$ cat src/rtl/scsi_dma_pkg.sv
package scsi_dma_pkg;
  typedef enum logic [1:0] {XFER_NONE, XFER_SEND, XFER_TRECV, XFER_IRECV} xfer_t;
  typedef enum logic [2:0] {HS_IDLE, HS_T_REQ, HS_T_REL, HS_I_WAIT, HS_I_ACK} hs_state_t;

  // a transfer kind may start only in the role that owns its strobe
  function automatic logic start_allowed(input logic is_target, input xfer_t kind);
    case (kind)
      XFER_SEND:  return 1'b1;
      XFER_TRECV: return is_target;
      XFER_IRECV: return !is_target;
      default:    return 1'b0;
    endcase
  endfunction

  // host service needed: empty buffer on send, full buffer on receive
  function automatic logic host_wants(input xfer_t kind, input logic full, input logic eop_seen);
    case (kind)
      XFER_SEND:              return !full && !eop_seen;
      XFER_TRECV, XFER_IRECV: return full && !eop_seen;
      default:                return 1'b0;
    endcase
  endfunction
endpackage

$ cat src/rtl/hs_sync.sv
module hs_sync #(
  parameter int WIDTH  = 3,
  parameter int STAGES = 2
) (
  input  logic             clk,
  input  logic             rst_n,
  input  logic [WIDTH-1:0] d,
  output logic [WIDTH-1:0] q
);
  logic [WIDTH-1:0] stg [STAGES];

  always_ff @(posedge clk or negedge rst_n) begin
    if (!rst_n) stg[0] <= '0;
    else        stg[0] <= d;
  end

  for (genvar i = 1; i < STAGES; i++) begin : g_stage
    always_ff @(posedge clk or negedge rst_n) begin
      if (!rst_n) stg[i] <= '0;
      else        stg[i] <= stg[i-1];
    end
  end

  assign q = stg[STAGES-1];
endmodule

$ cat src/rtl/hs_host_if.sv
module hs_host_if
  import scsi_dma_pkg::*;
#(
  parameter int DATA_W = 8
) (
  input  logic              clk,
  input  logic              rst_n,
  input  logic              clr,
  input  logic              active,
  input  xfer_t             kind,
  input  logic              block_mode,
  input  logic              eop_irq_en,
  input  logic              dack,
  input  logic              rd_stb,
  input  logic              wr_stb,
  input  logic              eop,
  input  logic [DATA_W-1:0] wdata,
  input  logic              bus_load,
  input  logic [DATA_W-1:0] bus_word,
  input  logic              bus_take,
  output logic [DATA_W-1:0] buf_q,
  output logic              buf_full,
  output logic              eop_seen,
  output logic              eop_valid,
  output logic              drq,
  output logic              ready,
  output logic              irq_eop
);
  logic host_wr_acc, host_rd_acc, host_req;

  assign host_wr_acc = active && (kind == XFER_SEND) && dack && wr_stb;
  assign host_rd_acc = active && (kind != XFER_SEND) && dack && rd_stb;
  assign eop_valid   = active && eop && dack && (rd_stb || wr_stb);
  assign host_req    = active && host_wants(kind, buf_full, eop_seen);
  assign drq         = host_req && !block_mode;
  assign ready       = host_req && block_mode;

  always_ff @(posedge clk or negedge rst_n) begin
    if (!rst_n) begin
      buf_q    <= '0;
      buf_full <= 1'b0;
      eop_seen <= 1'b0;
      irq_eop  <= 1'b0;
    end else if (clr) begin
      buf_full <= 1'b0;
      eop_seen <= 1'b0;
      irq_eop  <= 1'b0;
    end else begin
      if (bus_load) begin
        buf_q    <= bus_word;
        buf_full <= 1'b1;
      end
      if (bus_take) buf_full <= 1'b0;
      if (host_wr_acc) begin
        buf_q    <= wdata;
        buf_full <= 1'b1;
      end
      if (host_rd_acc) buf_full <= 1'b0;
      if (eop_valid) begin
        eop_seen <= 1'b1;
        if (eop_irq_en) irq_eop <= 1'b1;
      end
    end
  end

  // a serviced request is gone in the next cycle
  assert_access_clears_R5: assert property (@(posedge clk) disable iff (!rst_n)
    (host_req && dack && (wr_stb || rd_stb) && !clr) |=> !host_req)
    else $error("host request survived an access");

  // after a valid EOP the host is not asked again
  assert_eop_blocks_R7: assert property (@(posedge clk) disable iff (!rst_n)
    (eop_valid && !clr) |=> !(drq || ready))
    else $error("host request after EOP");
endmodule

$ cat src/rtl/hs_bus_fsm.sv
module hs_bus_fsm
  import scsi_dma_pkg::*;
(
  input  logic  clk,
  input  logic  rst_n,
  input  logic  clr,
  input  logic  active,
  input  xfer_t kind,
  input  logic  is_target,
  input  logic  buf_full,
  input  logic  eop_seen,
  input  logic  req_s,
  input  logic  ack_s,
  output logic  req_o,
  output logic  ack_o,
  output logic  bus_load,
  output logic  bus_take
);
  hs_state_t state, state_nx;

  always_comb begin
    state_nx = state;
    bus_load = 1'b0;
    bus_take = 1'b0;
    case (state)
      HS_IDLE: begin
        if (active) begin
          case (kind)
            XFER_SEND:  if (buf_full) state_nx = is_target ? HS_T_REQ : HS_I_WAIT;
            XFER_TRECV: if (!buf_full && !eop_seen && is_target) state_nx = HS_T_REQ;
            XFER_IRECV: if (!buf_full && !eop_seen && !is_target) state_nx = HS_I_WAIT;
            default: ;
          endcase
        end
      end
      HS_T_REQ: if (ack_s) begin
        bus_take = (kind == XFER_SEND);
        bus_load = (kind == XFER_TRECV);
        state_nx = HS_T_REL;
      end
      HS_T_REL: if (!ack_s) state_nx = HS_IDLE;
      HS_I_WAIT: if (req_s) begin
        bus_load = (kind == XFER_IRECV);
        state_nx = HS_I_ACK;
      end
      HS_I_ACK: if (!req_s) begin
        bus_take = (kind == XFER_SEND);
        state_nx = HS_IDLE;
      end
      default: state_nx = HS_IDLE;
    endcase
  end

  always_ff @(posedge clk or negedge rst_n) begin
    if (!rst_n)                 state <= HS_IDLE;
    else if (clr || !active)    state <= HS_IDLE;
    else                        state <= state_nx;
  end

  assign req_o = (state == HS_T_REQ) && is_target;
  assign ack_o = (state == HS_I_ACK) && !is_target;

  // REQ is released only once ACK has been seen
  assert_req_release_R1: assert property (@(posedge clk) disable iff (!rst_n)
    ($fell(req_o) && is_target && $past(is_target) && !$past(clr) && $past(active)) |-> $past(ack_s))
    else $error("REQ dropped without ACK");

  // ACK rises only on a seen REQ and falls only once REQ is seen low
  assert_ack_rise_R2: assert property (@(posedge clk) disable iff (!rst_n)
    ($rose(ack_o) && $stable(is_target)) |-> $past(req_s))
    else $error("ACK raised without REQ");
  assert_ack_release_R2: assert property (@(posedge clk) disable iff (!rst_n)
    ($fell(ack_o) && !is_target && !$past(is_target) && !$past(clr) && $past(active)) |-> !$past(req_s))
    else $error("ACK dropped while REQ high");
endmodule

$ cat src/rtl/scsi_dma_hs.sv
module scsi_dma_hs
  import scsi_dma_pkg::*;
#(
  parameter int DATA_W      = 8,
  parameter int SYNC_STAGES = 2
) (
  input  logic              clk,
  input  logic              rst_n,
  input  logic              cfg_target,
  input  logic              cfg_block,
  input  logic              eop_irq_en,
  input  logic              mode_wr,
  input  logic              mode_val,
  input  logic              start_send,
  input  logic              start_trecv,
  input  logic              start_irecv,
  input  logic              dack,
  input  logic              rd_stb,
  input  logic              wr_stb,
  input  logic              eop,
  input  logic [DATA_W-1:0] host_wdata,
  output logic [DATA_W-1:0] host_rdata,
  output logic              drq,
  output logic              ready,
  output logic              irq_eop,
  output logic              dma_on,
  input  logic              req_in,
  input  logic              ack_in,
  input  logic              bsy_in,
  input  logic [DATA_W-1:0] bus_data_in,
  output logic [DATA_W-1:0] bus_data_out,
  output logic              bus_drive,
  output logic              req_out,
  output logic              ack_out
);
  localparam int SYNC_W = 3;

  logic [SYNC_W-1:0] sync_q;
  logic req_s, ack_s, bsy_s, bus_free;
  xfer_t start_kind, kind;
  logic  start_acc, active;
  logic  buf_full, eop_seen, eop_valid, bus_load, bus_take;
  logic [DATA_W-1:0] buf_q;

  hs_sync #(.WIDTH(SYNC_W), .STAGES(SYNC_STAGES)) u_sync (
    .clk(clk), .rst_n(rst_n), .d({bsy_in, ack_in, req_in}), .q(sync_q)
  );
  assign {bsy_s, ack_s, req_s} = sync_q;
  assign bus_free = !bsy_s;

  always_comb begin
    if (start_send)       start_kind = XFER_SEND;
    else if (start_trecv) start_kind = XFER_TRECV;
    else if (start_irecv) start_kind = XFER_IRECV;
    else                  start_kind = XFER_NONE;
  end
  assign start_acc = dma_on && !bus_free && start_allowed(cfg_target, start_kind);

  always_ff @(posedge clk or negedge rst_n) begin
    if (!rst_n)        dma_on <= 1'b0;
    else if (bus_free) dma_on <= 1'b0;
    else if (mode_wr)  dma_on <= mode_val;
  end

  always_ff @(posedge clk or negedge rst_n) begin
    if (!rst_n) begin
      active <= 1'b0;
      kind   <= XFER_NONE;
    end else if (bus_free || !dma_on) begin
      active <= 1'b0;
    end else if (start_acc) begin
      active <= 1'b1;
      kind   <= start_kind;
    end
  end

  hs_host_if #(.DATA_W(DATA_W)) u_host (
    .clk(clk), .rst_n(rst_n), .clr(bus_free || start_acc), .active(active),
    .kind(kind), .block_mode(cfg_block), .eop_irq_en(eop_irq_en),
    .dack(dack), .rd_stb(rd_stb), .wr_stb(wr_stb), .eop(eop), .wdata(host_wdata),
    .bus_load(bus_load), .bus_word(bus_data_in), .bus_take(bus_take),
    .buf_q(buf_q), .buf_full(buf_full), .eop_seen(eop_seen), .eop_valid(eop_valid),
    .drq(drq), .ready(ready), .irq_eop(irq_eop)
  );

  hs_bus_fsm u_fsm (
    .clk(clk), .rst_n(rst_n), .clr(bus_free || start_acc), .active(active),
    .kind(kind), .is_target(cfg_target), .buf_full(buf_full), .eop_seen(eop_seen),
    .req_s(req_s), .ack_s(ack_s), .req_o(req_out), .ack_o(ack_out),
    .bus_load(bus_load), .bus_take(bus_take)
  );

  assign host_rdata   = buf_q;
  assign bus_data_out = buf_q;
  assign bus_drive    = active && (kind == XFER_SEND) && buf_full;

  // bus free drops the enable and the transfer
  assert_busfree_clears_R8: assert property (@(posedge clk) disable iff (!rst_n)
    bus_free |=> (!dma_on && !active))
    else $error("DMA survived bus free");
  // a valid EOP keeps the enable bit
  assert_eop_keeps_mode_R8: assert property (@(posedge clk) disable iff (!rst_n)
    (eop_valid && bsy_s && !mode_wr) |=> dma_on)
    else $error("EOP cleared DMA enable");
  // nothing runs while DMA is disabled
  assert_disabled_idle_R9: assert property (@(posedge clk) disable iff (!rst_n)
    !dma_on |=> !active)
    else $error("transfer active without DMA enable");
endmodule

$ cat config.mk
export PLATFORM = sky130hd
export DESIGN_NAME = scsi_dma_hs
export DESIGN_NICKNAME = d
export VERILOG_FILES = /design/src/rtl/scsi_dma_pkg.sv /design/src/rtl/hs_sync.sv /design/src/rtl/hs_host_if.sv /design/src/rtl/hs_bus_fsm.sv /design/src/rtl/scsi_dma_hs.sv
export SDC_FILE = /design/constraint.sdc
export NUM_CORES = 1
export LEC_CHECK = 0
export BUFFER_PORTS_ARGS = -buffer_cell sky130_fd_sc_hd__buf_4
export CORE_ASPECT_RATIO = 0.6
export CORE_UTILIZATION = 35
export DETAILED_ROUTE_END_ITERATION = 10
export SLEW_MARGIN = 25
export SYNTH_ARGS = -nofsm -noshare
export SYNTH_HDL_FRONTEND = slang
export SYNTH_HIERARCHICAL = 1
export SYNTH_SLANG_ARGS = --single-unit
$ cat constraint.sdc
create_clock -name clk -period 6.5 [get_ports clk]
set_input_delay 0.65 -clock clk [delete_from_list [all_inputs] [get_ports clk]]
set_output_delay 0.65 -clock clk [all_outputs]
set_load 0.01 [all_outputs]
==> flow_summary.json <==
{
  "status": "complete, no violations",
  "initial_utilization": 0.382,
  "dp_worst_setup_slack_ns": 4.04,
  "arrival_ns": 1.69,
  "power_mw": 0.410,
  "finalCoreUtilization": 0.499,
  "gp_congestion": 0.754,
  "dr.pass1.iters": 4,
  "cts_buffers": 3,
  "io-pin-count": 56,
  "holdBufCountCts": 0,
  "cts_sinks": 24,
  "final_nets": 226,
  "whs_ns": 0.267,
  "drive_gt1_frac": 0.438,
  "remaining_drc_errors": 0,
  "clkTransAtPathRegs_ns": 0.09,
  "ys_types": 49,
  "synth_edf_count": 0,
  "worstRegToRegCells": 5,
  "hold_viol_final": 0,
  "ys_ff_latch": 24,
  "rsz0062_at_grt": "false",
  "die_y_um": 52.1,
  "syn_inst": 149,
  "viasPerCell": 5.28,
  "setup_ws_ns": 4.16,
  "ys_warn_count": 6,
  "cts_setup_buffers": 0,
  "antenna_left": 0,
  "core_area_mm2": 0.00383,
  "cts_tree": "yes",
  "maxSlewViolCount": 0,
  "cts.path.max_buffers": 2,
  "critPathLaunchType": "register",
  "pwr-share-comb": 0.243,
  "max_freq_mhz": 427,
  "root_buffer": "clkbuf_8",
  "grt_max_degree": 25,
  "hold_class": "input port to asynchronous set/reset pin",
  "endpoint_kind": "output pin",
  "syn_to_final_growth_pct": 30.4,
  "vias": 1261,
  "htreeDepth": 1,
  "required_ns": 5.85,
  "p_sw_mw": 0.107,
  "fin_crit_sh": 0.360,
  "pwr-share-seq": 0.435,
  "syn_area_per_cell_um2": 9.82,
  "period_minus_slack_ns": 2.34,
  "grt_pass1_vias": 1172,
  "wl_um": 3580,
  "setup_violations": 0,
  "place_hpwl_um": 2780,
  "syn-num-nets": 182,
  "wl_per_cell_um": 15.0,
  "async_flop_share": 1.00,
  "dieArea_mm2": 0.00445,
  "portBuffers": 55,
  "critPathKind": "register to output pin",
  "cap_violations": 0,
  "netlist_area_mm2": 0.00146,
  "p_sw_frac": 0.261,
  "relSlewSlack": 0.606,
  "die_w_um": 85.5,
  "ctsResizeCount": 0,
  "gr-total-overflow": 0,
  "critPathMaxFanout": 11,
  "grt_pass1_wl_um": 5840,
  "skew_ns": 0.00235,
  "gr-usage-all-layers": 0.171,
  "setup_tns_ns": 0,
  "core.rowCount": 17,
  "internal-power_mw": 0.303,
  "grt_antenna_before_repair": 0,
  "insertion_delay_ns": 0.27,
  "power.leakage_nw": 0.885,
  "worstMarginPinSlew_ns": 0.587,
  "num_antenna_cells": 0,
  "power.share.clock": 0.322,
  "synth-seq-area-share": 0.410,
  "ir_drop_v": 0.0000781,
  "drt_iter0_markers": 57,
  "power_density_mw_per_mm2": 215,
  "ys.flop_type": "dfrtp_1"
}
==> layout by cell type, fill, tap and decap left out, drive strengths merged, types with 2 or more instances in the layout <==
cell type  Yosys  layout
and4b          2       2
o41ai          2       2
or3b           7       7
a21oi          6       6
nand3          9       9
mux2i          2       2
o31ai          2       2
nor2          18      18
and3           4       4
dfrtp         24      24
nor4b          2       2
nand2b         3       3
a31oi          2       2
clkbuf         2       3
nor3           2       2
o21ai          4       4
o221a          8       8
buf           15      56
nor2b          2       2
nand2         10      10
inv            6       6
==> path summary, 6_finish.rpt <==
kind	startpoint	end	slack [ns]
setup / recovery	kind[1]$_DFFE_PN0P_	ready	4.16
hold / removal	rst_n	u_sync/stg[5]$_DFF_PN0_	0.27
setup reg to reg	kind[0]$_DFFE_PN0P_	u_host/buf_q[4]$_DFFE_PN0P_	4.34
hold reg to reg	u_sync/stg[5]$_DFF_PN0_	u_sync/q[2]$_DFF_PN0_	0.35
max in group asynchronous	rst_n	u_host/buf_q[7]$_DFFE_PN0P_	5.99
min in group clk	u_sync/stg[5]$_DFF_PN0_	u_sync/q[2]$_DFF_PN0_	0.35
==> layer usage <==
metal,track usage,up-vias,part of all wire
met5,0,-,0
met4,0.0167,0,0
met3,0.0429,0,0.042
met2,0.263,28,0.45
met1,0.249,604,0.51
li1,-,629,-
==> power groups by stage <==
stage	combinational, mW	clock (mW)	sequential, mW
CTS	0.101	0.136	0.178
global placement	0.0994	0	0.181
global route	0.108	0.144	0.181
finish	0.0998	0.132	0.178
floorplan	0.0553	0	0.182
detailed placement	0.101	0	0.181
==> final cells by class <==
type	instances	area, um2
Clock buffer	3	41.3
Sequential cell	24	601
Fill cell	357	1920
Inverter	6	22.5
Timing Repair Buffer	56	420
Clock inverter	1	30.0
Multi-Input combinational cell	102	736
Tap cell	47	58.8
==> cell usage after synthesis, types with 2 or more instances <==
cell	count	area, um2
o21ai_0	4	20.0
dfrtp_1	24	601
a21oi_1	6	30.0
or3b_2	3	26.3
nand3_1	9	45.0
buf_2	4	20.0
clkbuf_1	2	7.51
nand2b_4	2	27.5
inv_1	5	18.8
a31oi_1	2	12.5
nor4b_1	2	17.5
nor2_1	17	63.8
nand2_1	10	37.5
nor2b_1	2	12.5
or3b_1	4	35.0
and3_1	2	12.5
buf_4	11	82.6
o221a_2	7	78.8
and4b_1	2	20.0
mux2i_1	2	20.0
==> state kept, by name, indices dropped and copies added (netlist names) <==
register         cells
dma_on               1
u_sync/stg           3
active               1
kind                 2
u_host/irq_eop       1
u_host/eop_seen      1
u_host/buf_q         8
u_host/buf_full      1
u_sync/q             3
u_fsm/state          3
==> metrics by stage <==
| step | cells | cell area (um2) |
|---|---|---|
| 2_1_floorplan | 149 | 1460 |
| 3_3_place_gp | 235 | 1830 |
| 3_5_place_dp | 235 | 1830 |
| 4_1_cts | 239 | 1900 |
| 5_1_grt | 239 | 1910 |
| 6_report | 239 | 1910 |
==> cell families (layout without fill, tap and decap cells) <==
kind of cell	Yosys count	count (layout)	synth area share
AO/OA/AOI/OAI	33	33	0.205
XOR/XNOR	1	1	0.00598
buffers and inverters	23	66	0.0906
flip-flops	24	24	0.410
multiplexers	2	2	0.0137
AND/OR/NAND/NOR	66	66	0.274
==> critical path, cell delays in order (launching register included) <==
cell and delay (ns):
dfrtp_1 0.50, nand2b_4 0.22, o21a_1 0.21, nor4bb_1 0.31, buf_4 0.18
Power figures use the tool's default switching activity.
